--- src/rtl/bwmon_pkg.sv ---
package bwmon_pkg;
    typedef enum logic [1:0] {
        ST_IDLE      = 2'b00,
        ST_IDLE_NRDY = 2'b01,
        ST_RUN       = 2'b10,
        ST_RUN_NRDY  = 2'b11
    } mon_state_e;

    localparam logic [1:0] REG_CTRL   = 2'd0;
    localparam logic [1:0] REG_FILT   = 2'd1;
    localparam logic [1:0] REG_CNT_LO = 2'd2;
    localparam logic [1:0] REG_CNT_HI = 2'd3;

    localparam int CTRL_EN_BIT   = 31;
    localparam int CTRL_OVF_BIT  = 1;
    localparam int CTRL_OVFL_BIT = 2;
    localparam int HI_NRDY_BIT   = 31;
endpackage

--- src/rtl/bwmon_ctrl_fsm.sv ---
module bwmon_ctrl_fsm
    import bwmon_pkg::*;
(
    input  logic clk,
    input  logic rst_n,
    input  logic ctrl_wr,
    input  logic ctrl_en_val,
    input  logic hi_wr,
    input  logic hi_top_bit,
    output logic en,
    output logic nrdy
);
    mon_state_e state_q, state_d;

    always_ff @(posedge clk) begin
        if (!rst_n) state_q <= ST_IDLE;
        else        state_q <= state_d;
    end

    always_comb begin
        state_d = state_q;
        unique case (state_q)
            ST_IDLE: begin
                if (ctrl_wr && ctrl_en_val) state_d = ST_RUN_NRDY;
            end
            ST_IDLE_NRDY: begin
                if (ctrl_wr && ctrl_en_val)    state_d = ST_RUN_NRDY;
                else if (hi_wr && !hi_top_bit) state_d = ST_IDLE;
            end
            ST_RUN: begin
                if (ctrl_wr) state_d = ctrl_en_val ? ST_RUN_NRDY : ST_IDLE;
            end
            ST_RUN_NRDY: begin
                if (ctrl_wr)                   state_d = ctrl_en_val ? ST_RUN_NRDY : ST_IDLE_NRDY;
                else if (hi_wr && !hi_top_bit) state_d = ST_RUN;
            end
            default: state_d = ST_IDLE;
        endcase
    end

    always_comb begin
        en   = 1'b0;
        nrdy = 1'b0;
        unique case (state_q)
            ST_IDLE:      begin en = 1'b0; nrdy = 1'b0; end
            ST_IDLE_NRDY: begin en = 1'b0; nrdy = 1'b1; end
            ST_RUN:       begin en = 1'b1; nrdy = 1'b0; end
            ST_RUN_NRDY:  begin en = 1'b1; nrdy = 1'b1; end
            default:      begin en = 1'b0; nrdy = 1'b0; end
        endcase
    end
endmodule

--- src/rtl/bwmon_accum.sv ---
module bwmon_accum #(
    parameter int CNT_W   = 44,
    parameter int BYTES_W = 8
) (
    input  logic               clk,
    input  logic               rst_n,
    input  logic               en,
    input  logic               beat_hit,
    input  logic [BYTES_W-1:0] beat_bytes,
    input  logic               lo_wr,
    input  logic               hi_wr,
    input  logic [31:0]        wdata,
    output logic [CNT_W-1:0]   cnt,
    output logic               wrap
);
    localparam int SUM_W = CNT_W + 1;

    logic [CNT_W-1:0] cnt_q;
    logic [63:0]      view;
    logic [SUM_W-1:0] sum;
    logic             sw_wr;
    logic             add;
    logic             unused_view;

    assign sw_wr = lo_wr | hi_wr;
    assign add   = en & beat_hit & ~sw_wr;
    assign sum   = {1'b0, cnt_q} + SUM_W'(beat_bytes);

    // Merge a half-word write into the current count
    always_comb begin
        view              = '0;
        view[CNT_W-1:0]   = cnt_q;
        if (lo_wr) view[31:0]  = wdata;
        if (hi_wr) view[63:32] = wdata;
    end
    assign unused_view = ^view[63:CNT_W];

    always_ff @(posedge clk) begin
        if (!rst_n)     cnt_q <= '0;
        else if (sw_wr) cnt_q <= view[CNT_W-1:0];
        else if (add)   cnt_q <= sum[CNT_W-1:0];
    end

    assign cnt  = cnt_q;
    assign wrap = add & sum[CNT_W];
endmodule

--- src/rtl/bwmon_counter.sv ---
module bwmon_counter
    import bwmon_pkg::*;
#(
    parameter int CNT_W   = 44,
    parameter int PID_W   = 8,
    parameter int BYTES_W = 8
) (
    input  logic               clk,
    input  logic               rst_n,
    input  logic               wr_en,
    input  logic [3:0]         wr_addr,
    input  logic [31:0]        wr_data,
    input  logic [3:0]         rd_addr,
    output logic [31:0]        rd_data,
    input  logic               beat_valid,
    input  logic [PID_W-1:0]   beat_pid,
    input  logic [BYTES_W-1:0] beat_bytes
);
    logic             ctrl_wr, filt_wr, lo_wr, hi_wr;
    logic             en, nrdy, wrap, wrap_g, wrap_l, beat_hit;
    logic             ovf_g_q, ovf_l_q;
    logic [PID_W-1:0] filt_q;
    logic [CNT_W-1:0] cnt;
    logic [63:0]      cnt64;
    logic             unused_addr;

    assign ctrl_wr     = wr_en && wr_addr[3:2] == REG_CTRL;
    assign filt_wr     = wr_en && wr_addr[3:2] == REG_FILT;
    assign lo_wr       = wr_en && wr_addr[3:2] == REG_CNT_LO;
    assign hi_wr       = wr_en && wr_addr[3:2] == REG_CNT_HI;
    assign unused_addr = ^{wr_addr[1:0], rd_addr[1:0]};
    assign beat_hit    = beat_valid && beat_pid == filt_q;

    bwmon_ctrl_fsm u_fsm (
        .clk(clk), .rst_n(rst_n),
        .ctrl_wr(ctrl_wr), .ctrl_en_val(wr_data[CTRL_EN_BIT]),
        .hi_wr(hi_wr), .hi_top_bit(wr_data[HI_NRDY_BIT]),
        .en(en), .nrdy(nrdy)
    );

    bwmon_accum #(.CNT_W(CNT_W), .BYTES_W(BYTES_W)) u_accum (
        .clk(clk), .rst_n(rst_n), .en(en), .beat_hit(beat_hit),
        .beat_bytes(beat_bytes), .lo_wr(lo_wr), .hi_wr(hi_wr),
        .wdata(wr_data), .cnt(cnt), .wrap(wrap)
    );

    // The counter width picks which status bit a wrap sets
    generate
        if (CNT_W > 32) begin : g_long
            assign wrap_l = wrap;
            assign wrap_g = 1'b0;
        end else begin : g_short
            assign wrap_l = 1'b0;
            assign wrap_g = wrap;
        end
    endgenerate

    always_ff @(posedge clk) begin
        if (!rst_n) begin
            ovf_g_q <= 1'b0;
            ovf_l_q <= 1'b0;
            filt_q  <= '0;
        end else begin
            ovf_g_q <= (ctrl_wr ? ovf_g_q & wr_data[CTRL_OVF_BIT]  : ovf_g_q) | wrap_g;
            ovf_l_q <= (ctrl_wr ? ovf_l_q & wr_data[CTRL_OVFL_BIT] : ovf_l_q) | wrap_l;
            if (filt_wr) filt_q <= wr_data[PID_W-1:0];
        end
    end

    always_comb begin
        cnt64            = '0;
        cnt64[CNT_W-1:0] = cnt;
        cnt64[63]        = nrdy;
    end

    always_comb begin
        rd_data = '0;
        unique case (rd_addr[3:2])
            REG_CTRL:   rd_data = {en, 28'd0, ovf_l_q, ovf_g_q, 1'b0};
            REG_FILT:   rd_data = 32'(filt_q);
            REG_CNT_LO: rd_data = cnt64[31:0];
            REG_CNT_HI: rd_data = cnt64[63:32];
            default:    rd_data = '0;
        endcase
    end
endmodule

--- config.mk ---
export PLATFORM = sky130hd
export DESIGN_NAME = bwmon_counter
export DESIGN_NICKNAME = d
export VERILOG_FILES = /design/src/rtl/bwmon_pkg.sv /design/src/rtl/bwmon_ctrl_fsm.sv /design/src/rtl/bwmon_accum.sv /design/src/rtl/bwmon_counter.sv
export SDC_FILE = /design/constraint.sdc
export NUM_CORES = 1
export LEC_CHECK = 0
export ABC_AREA = 1
export BUFFER_PORTS_ARGS = -buffer_cell sky130_fd_sc_hd__buf_2
export CAP_MARGIN = 15
export CORE_MARGIN = 10
export CORE_UTILIZATION = 60
export CTS_BUF_LIST = sky130_fd_sc_hd__clkbuf_4 sky130_fd_sc_hd__clkbuf_8
export DETAILED_ROUTE_END_ITERATION = 8
export GPL_TIMING_DRIVEN = 1
export PLACE_DENSITY_LB_ADDON = 0.3
export SETUP_SLACK_MARGIN = 0.02
export SLEW_MARGIN = 20
export SYNTH_ARGS = -nofsm -noshare
export SYNTH_HDL_FRONTEND = slang
export SYNTH_SLANG_ARGS = --single-unit
--- constraint.sdc ---
create_clock -name clk -period 5.75 [get_ports clk]
set_input_delay 1.15 -clock clk [delete_from_list [all_inputs] [get_ports clk]]
set_output_delay 1.15 -clock clk [all_outputs]
set_load 0.02 [all_outputs]
=== After elaboration in Yosys (flattened, before gate mapping) ===
Index checks and enable logic that the tools add are counted.

* Equal/unequal tests: 16
* Bitwise logic cells: 8
* Multiplexer cells: 17
* $add $sub $neg: 1
* Reduce and logical (&&, ||, !) cells: 19

{| class="wikitable"
|+ Operators by type and width
! operator !! number
|-
| 32-bit one-hot mux with 4 select lines || 1
|-
| 44-bit two-way mux || 2
|-
| 44-bit by 8-bit adder with 45-bit output || 1
|-
| 32-bit two-way mux || 1
|-
| 2-bit two-way mux || 8
|-
| 2-bit == test, second input constant || 6
|-
| 12-bit two-way mux || 1
|-
| 8-bit == test || 1
|-
| 2-bit one-hot mux with 4 select lines || 1
|-
| 2-bit OR reduction || 4
|-
| 1-bit logical AND || 7
|-
| 2-bit by 1-bit == test with 1-bit output, second input constant || 3
|-
| 2-bit zero test || 3
|-
| 2-bit by 1-bit != test with 1-bit output, second input constant || 3
|-
| 1-bit bitwise AND || 5
|-
| 1-bit one-hot mux with 2 select lines || 2
|-
| 2-bit AND reduction || 2
|-
| 4-bit AND reduction || 1
|-
| 3-bit by 1-bit != test with 1-bit output, second input constant || 1
|-
| 3-bit by 2-bit != test with 1-bit output, second input constant || 1
|-
| 2-bit != test, second input constant || 1
|-
| 1-bit bitwise OR || 2
|-
| 2-bit nonzero test || 1
|-
| 1-bit zero test || 1
|-
| other kinds (2) || 2
|}

* Input port bits: 60
* Output and inout port bits: 32
* Logic and storage cells: 67
* Bits in registers: 56

=== Logic depth before layout (Yosys ltp) ===
Gate-level depths: netlist (run 1).

* Depth in word-level cells: 7
* Mapped depth: 14
* Mapped depth without buffers: 14

=== By module ===
Synthesis (run 1) repeated with hierarchy kept, for this count alone.

* Cell total of the unflattened synthesis: 858
* Area total of the unflattened synthesis: 4819.6 µm²

{| class="wikitable"
|+ By module, submodules not included
! module !! sequential area each (µm²) !! cells each !! times used !! area each (µm²)
|-
| bwmon_accum || 880.8 || 655 || 1 || 3643.5
|-
| bwmon_counter || 200.2 || 170 || 1 || 1011.0
|-
| bwmon_ctrl_fsm || 40.0 || 33 || 1 || 165.2
|}

=== Least setup slack after synthesis (run 1) ===
Ideal clock, no wire load.

* Kind: in2out
* Start point: input rd_addr[3]
* End point: output rd_data[8]
* Required time: 4600 ps
* Slack: 2700 ps
* Stages: 3
* Buffers on the path: 1
* Arrival time: 1900 ps
* Cells stage by stage: nand2_1 clkbuf_1 o21ai_0

* Word-level cells in the longest chain between the ends: 2
* Elaborated cells between the ends (all ways): 5
* Classes of those cells: eq/ne: 3; mux: 1; reduce/logical: 1

{| class="wikitable"
|+ Ends and longest elaborated chain
! item !! RTL line !! source
|-
| start, declared || bwmon_counter.sv:13 || <nowiki>input logic [3:0] rd_addr,</nowiki>
|-
| 2-bit == test (tied with other cells) || bwmon_counter.sv:78 || <nowiki>unique case (rd_addr[3:2])</nowiki>
|-
| 32-bit one-hot mux with 4 select lines * || bwmon_counter.sv:78 ||
|-
| end, declared || bwmon_counter.sv:14 || <nowiki>output logic [31:0] rd_data,</nowiki>
|}

Mark *: on every way between the ends. The rest lies on a longest branch, timed or not.

=== Worst setup path after layout (run 1) ===
* Start point: input rd_addr[2]
* End point: output rd_data[1]

Same word-level chain as after synthesis.

==> results of run 1 <==
==> report_power, final <==
group	leakage [nW]	total, mW	internal [mW]	switching, mW
Sequential	0.456	0.420	0.402	0.0175
Combinational	1.89	0.179	0.0600	0.119
Clock	0.0445	0.232	0.0871	0.145
Total	2.39	0.831	0.549	0.282
==> area by class of cell <==
class | instances | area [um2]
Clock inverter | 3 | 21.3
Sequential cell | 56 | 1120
Timing Repair Buffer | 90 | 458
Multi-Input combinational cell | 667 | 3170
Clock buffer | 5 | 68.8
Tap cell | 102 | 128
Inverter | 102 | 383
Fill cell | 718 | 2410
==> registers in the layout, summed over array words and instances, names as in the netlist <==
register,count
ovf_g_q,1
filt_q,8
u_fsm.state_q,2
ovf_l_q,1
u_accum.cnt,44
==> per-layer routing <==
metal | GRT usage [%] | share of wire (%) | wire [um] | up-vias
met5 | 0 | 0 | 0 | -
met4 | 15.1 | 5.4 | 961 | 0
met3 | 8.25 | 13 | 2270 | 74
met2 | 45.5 | 43 | 7520 | 394
met1 | 34.0 | 39 | 6890 | 2709
li1 | - | - | - | 2877
==> how the worst min path moves through the flow <==
stage            start      end  slack (ps)  cells after the start
4_1_cts        ovf_g_q  ovf_g_q         480                      2
2_1_floorplan  ovf_g_q  ovf_g_q         450                      2
5_1_grt        ovf_g_q  ovf_g_q         530                      2
3_3_place_gp   ovf_g_q  ovf_g_q         460                      2
3_5_place_dp   ovf_g_q  ovf_g_q         470                      2
6_report       ovf_g_q  ovf_g_q         490                      2
==> metrics by stage <==
step	std cells	area (um2)	hold slack (ps)	util, %
3_3_place_gp	1017	5260	462	67.8
6_report	1025	5350	487	68.9
4_1_cts	1025	5350	484	68.9
2_1_floorplan	853	4830	451	-
5_1_grt	1025	5350	526	68.9
3_5_place_dp	1017	5260	466	67.8
==> cells in the final DEF (no fill, tap or decap), types with 5 or more instances in the layout <==
master and n:
a21oi_1 54, nand2_1 276, o22ai_1 5, o21ai_0 49, buf_2 87, nor2_1 119, a22oi_1 8, dfxtp_1 56
clkbuf_8 5, nand3_1 64, ha_1 8, nand4_1 11, nor3_1 6, nor2_2 6, nand2_2 6, a21oi_2 7
o211ai_1 8, xor2_1 7, inv_1 97
==> worst max-delay path: stages <==
cell and delay [ps]:
buf_2 120, inv_1 60, nand2_1 50, buf_4 300, clkinv_1 320, nand2_1 150, o2111ai_1 120, buf_2 190
==> synth_stat cells (all sizes together) <==
master	number	area (um2)
xnor2	1	8.76
nor3	10	76.3
nand3	67	350
buf	13	100
a21oi	62	348
o211ai	8	60.1
o31ai	2	15.0
a21boi	3	33.8
nand2	284	1100
inv	101	379
dfxtp	56	1120
nand4	11	68.8
fa	1	20.0
and2	2	12.5
clkbuf	15	56.3
or2	2	12.5
xor2	7	61.3
nor2	126	495
o22ai	5	31.3
a31oi	2	12.5
a22oi	8	60.1
clkinv	1	3.75
ha	8	100
o21ai	53	265
nand3b	2	18.8
o2111ai	2	17.5
o221ai	1	8.76
==> cell families (layout without fill, tap and decap cells) <==
kind of cell,count (synthesis),count (layout),share of synthesized area (%)
xor gates and xnor gates,8,8,1.45
adders and majority gates,9,9,2.49
AOI/OAI and AO/OA,146,146,17.6
DFF,56,56,23.2
buffers and inverters,130,200,11.2
and+or+nand+nor,504,504,44.1
==> flow_summary.json, run 1 <==
{
  "clk_transition_reported_paths_ps": 110,
  "endpoint_kind": "output pin",
  "final_layout_size_suffix_gt1_share_pct": 14.7,
  "synthesis.area_um2": 4830,
  "fin_worst_skew_ps": 8.67,
  "synth_seq_area_share_pct": 23.2,
  "first_iter_violations": 578,
  "worstMarginPinSlew_ps": 1090,
  "yosys_warnings": 0,
  "r2r_start": "u_accum.cnt[0]",
  "via_per_inst": 5.91,
  "synth.distinct_cells": 43,
  "dp_hpwl_um": 13500,
  "hold_buffers": 0,
  "diodes": 0,
  "worstSetupPathType": "input pin to output pin",
  "grt_pass1_wl_um": 27300,
  "drc": 0,
  "powerDensity_nw_per_um2": 155,
  "setup.worst_path.end": "rd_data[1]",
  "cts_tree": "yes",
  "area_delta_synth_final_pct": 10.7,
  "min_period_ps": 3600,
  "cts-resized-gates": 0,
  "io_buffer_count": 87,
  "clock_path_buffers": 2,
  "finalSetupViolCount": 0,
  "hold_path.class": "register to register",
  "rrSetupSlack_ps": 3230,
  "syn_area_per_cell_um2": 5.67,
  "dpl_worst_slack_ps": 2170,
  "cp.required_ps": 4600,
  "worstPathArrival_ps": 2450,
  "clkSinkCount": 56,
  "clockRootBuffer": "clkbuf_8",
  "grt_remaining_overflow": 0,
  "cts-buffers-inserted": 5,
  "timing.final.ws_setup_ps": 2150,
  "syn_inst": 853,
  "startpoint_type": "input pin",
  "wl_per_cell_um": 17.2,
  "htreeDepth": 2,
  "final-max-slew-violation-count": 0,
  "firstDrtPassIters": 6,
  "leakage_nw": 2.39,
  "reg2reg_to": "ovf_l_q",
  "fin_tns_setup_ps": 0,
  "startpoint": "rd_addr[2]",
  "dr_total_vias": 6054,
  "clock_latency_ps": 320,
  "place.gp.congestion": 1.02,
  "routed_wl_um": 17600,
  "rsz0062_at_grt": "false",
  "grt_start_max_net_pins": 65,
  "io_pins": 92,
  "cts_setup_buffers": 0,
  "irDropWorstVdd_mv": 0.100,
  "grt_pass1_vias": 5621,
  "die-area_um2": 12000,
  "status": "completed",
  "final_nets": 991,
  "fp-row-count": 32,
  "die_h_um": 110,
  "core_region_area_um2": 7770,
  "rr_worst_depth": 12,
  "die_w_um": 110,
  "slew_headroom_pct": 27.2,
  "finalHoldViolCount": 0,
  "fmax_mhz": 277,
  "antenna_found_initial": 0,
  "synth-seq-cells": 56,
  "synth_nets": 922,
  "grt_usage_pct": 28.5,
  "finalPower_uw": 831,
  "maxCapViolCount": 0,
  "ant_nets": 0,
  "finalCritPeriodShare_pct": 62.7,
  "crit_fanout": 24,
  "start_util_pct": 62.2
}
Power figures use the tool's default switching activity.
==> run 2: changes to the inputs <==
- ABC_AREA: 1 -> 0
- CORE_UTILIZATION: 60 -> 51
- clock period: 5.75 -> 3 ns (I/O delays scaled with it)
==> flow_summary.json, run 2 <==
{
  "drc": 0,
  "synth_most_common_cell": "dfxtp_1",
  "synth-xor-area-share_pct": 2.79,
  "startpoint_type": "register",
  "grt-busiest-layer": "met2",
  "synth_adder_area_share_pct": 2.95,
  "dp_hpwl_um": 10300,
  "async_reset_ff_share_pct": 0,
  "grt_use_met2_pct": 37.1,
  "die_w_um": 109,
  "diodes": 0,
  "ant_nets": 0,
  "fmax_mhz": 367,
  "via_per_inst": 6.52,
  "cts_tree": "yes",
  "clk_transition_reported_paths_ps": 100,
  "first_iter_violations": 528,
  "min_period_ps": 2730,
  "clock_latency_ps": 310,
  "firstDrtPassIters": 6,
  "clockRootBuffer": "clkbuf_8",
  "grt_start_max_net_pins": 44,
  "synth-compound-area-share_pct": 26.1,
  "final_nets": 672,
  "synth_top_family_by_area": "simple AND/OR/NAND/NOR gates",
  "cts-buffers-inserted": 5,
  "maxCapViolCount": 0,
  "fin_hold_ws_ps": 451,
  "synth.area.top_cells": "dfxtp_1 27%, nand2_1 4.7%, a21oi_1 4.7%",
  "largest_register_ffs": 44,
  "clkSinkCount": 56,
  "dr_total_vias": 4603,
  "worstMarginPinSlew_ps": 967,
  "status": "completed",
  "synth_nets": 598,
  "die-area_um2": 12000,
  "fin_worst_skew_ps": 9.43,
  "place.gp.congestion": 0.997,
  "power_frac_comb_pct": 20.3,
  "yosys_warnings": 0,
  "syn_inst": 529,
  "rsz0062_at_grt": "false",
  "synth_common_cells": "56 x dfxtp_1, 51 x nand2_1, 42 x nor2_1",
  "finalCritPeriodShare_pct": 90.9,
  "grt_pass1_vias": 4426,
  "grtUsageMet3_pct": 4.21,
  "grt_pass1_wl_um": 22000,
  "synthesis.area_um2": 4080,
  "crit_family": "simple AND/OR/NAND/NOR gates",
  "leakage_nw": 1.95,
  "hold_buffers": 0,
  "powerDensity_nw_per_um2": 351,
  "worstSetupPathType": "register to register",
  "fill_cells": 723,
  "synth.distinct_cells": 61,
  "worstPathArrival_ps": 2980,
  "antenna_found_initial": 0,
  "clock_path_buffers": 2,
  "crit_fanout": 17,
  "area_delta_synth_final_pct": 16.5,
  "grt_remaining_overflow": 0,
  "die_h_um": 109,
  "endpoint_kind": "register",
  "syn_area_per_cell_um2": 7.71,
  "critical_path.most_common_cell": "a31oi_1",
  "swShare_pct": 29.8,
  "synth.area.mux_share_pct": 7.98,
  "synth_top_area_cell": "dfxtp_1",
  "htreeDepth": 2,
  "power_switching_uw": 496,
  "final-max-slew-violation-count": 0,
  "fp-row-count": 32,
  "start_util_pct": 52.5,
  "irDropWorstVdd_mv": 0.180,
  "io_pins": 92,
  "cp.required_ps": 3250,
  "fin_tns_setup_ps": 0,
  "slowest_delay_ps": 420,
  "io_buffer_count": 87,
  "path_cells": "ha_1 -> inv_1 -> fa_1 -> nor2b_1 -> o2111ai_1 -> a31oi_1 -> buf_4 -> nand3_1 -> or4_1 -> a31oi_1",
  "core_region_area_um2": 7770,
  "pwr-share-seq_pct": 48.8,
  "final_cell_mix": "87 x buf_2, 56 x dfxtp_1, 51 x nand2_1",
  "clkPwrFrac_pct": 30.9,
  "slew_headroom_pct": 35.6,
  "finalHoldViolCount": 0,
  "wl_per_cell_um": 19.7,
  "synth-simple-area-share_pct": 28.6,
  "finalSetupViolCount": 0,
  "internal_power_mw": 1.17,
  "cts_setup_buffers": 0,
  "cts-resized-gates": 0,
  "grt_usage_pct": 22.5,
  "synth-seq-cells": 56,
  "hold_path.class": "register to register",
  "synth_enable_flop_cells": 0,
  "synth_flop_cell": "dfxtp_1",
  "met1_usage_pct": 29.3,
  "synth_seq_area_share_pct": 27.5,
  "cpMaxStageDelayCell": "or4_1",
  "yosysTopAreaCellShare_pct": 27.5,
  "routed_wl_um": 13900,
  "final_common_cell": "buf_2",
  "critPathBufInv": 2,
  "final_layout_size_suffix_gt1_share_pct": 22.2,
  "rrSetupSlack_ps": 270
}
==> run 2: area by class of cell <==
cell class              instances  area [um2]  share of cell area (%)
repair buffers                103         568                    12.0
multi-input cells             431        2800                    58.9
inverters                       6        22.5                   0.474
clock inverters                 2        35.0                   0.738
clock buffers                   6        76.3                    1.61
well taps                     102         128                    2.69
flip-flops and latches         56        1120                    23.6
==> run 2: through the flow <==
step	std cells	area, um2	util [%]	setup slack [ps]	total power, mW
CTS	706	4750	61.1	300	1.66
detailed placement	698	4640	59.7	-8.06	1.16
floorplan	529	4080	-	250	1.03
finish	706	4750	61.1	272	1.67
global route	706	4750	61.1	93.3	1.73
global placement	698	4640	59.7	146	1.15
==> run 2: cell families after synthesis <==
| logic type | count (synthesis) |
|---|---|
| fa+ha+maj | 9 |
| buf+inv | 42 |
| mux | 29 |
| compound gates | 159 |
| xor+xnor | 13 |
| simple gates | 221 |
| flops | 56 |
==> run 2: path summary, 6_finish.rpt <==
check,startpoint,end,cells past startpoint
hold reg to reg,ovf_g_q,ovf_g_q,1
setup reg to reg,u_accum.cnt[0],u_accum.cnt[38],10
hold / removal,ovf_g_q,ovf_g_q,1
setup / recovery,u_accum.cnt[0],u_accum.cnt[38],10
==> run 2: layer usage <==
layer | vias to the layer above | part of all wire [%]
met2 | 259 | 47
li1 | 2147 | -
met5 | - | 0
met4 | 0 | 1.9
met1 | 2168 | 41
met3 | 29 | 9.9
==> run 2: power by group through the flow <==
stage | clock network [mW] | registers (mW) | logic, mW
floorplan | 0 | 0.815 | 0.219
global placement | 0 | 0.827 | 0.322
global route | 0.538 | 0.818 | 0.370
finish | 0.514 | 0.813 | 0.338
detailed placement | 0 | 0.828 | 0.332
CTS | 0.518 | 0.811 | 0.334
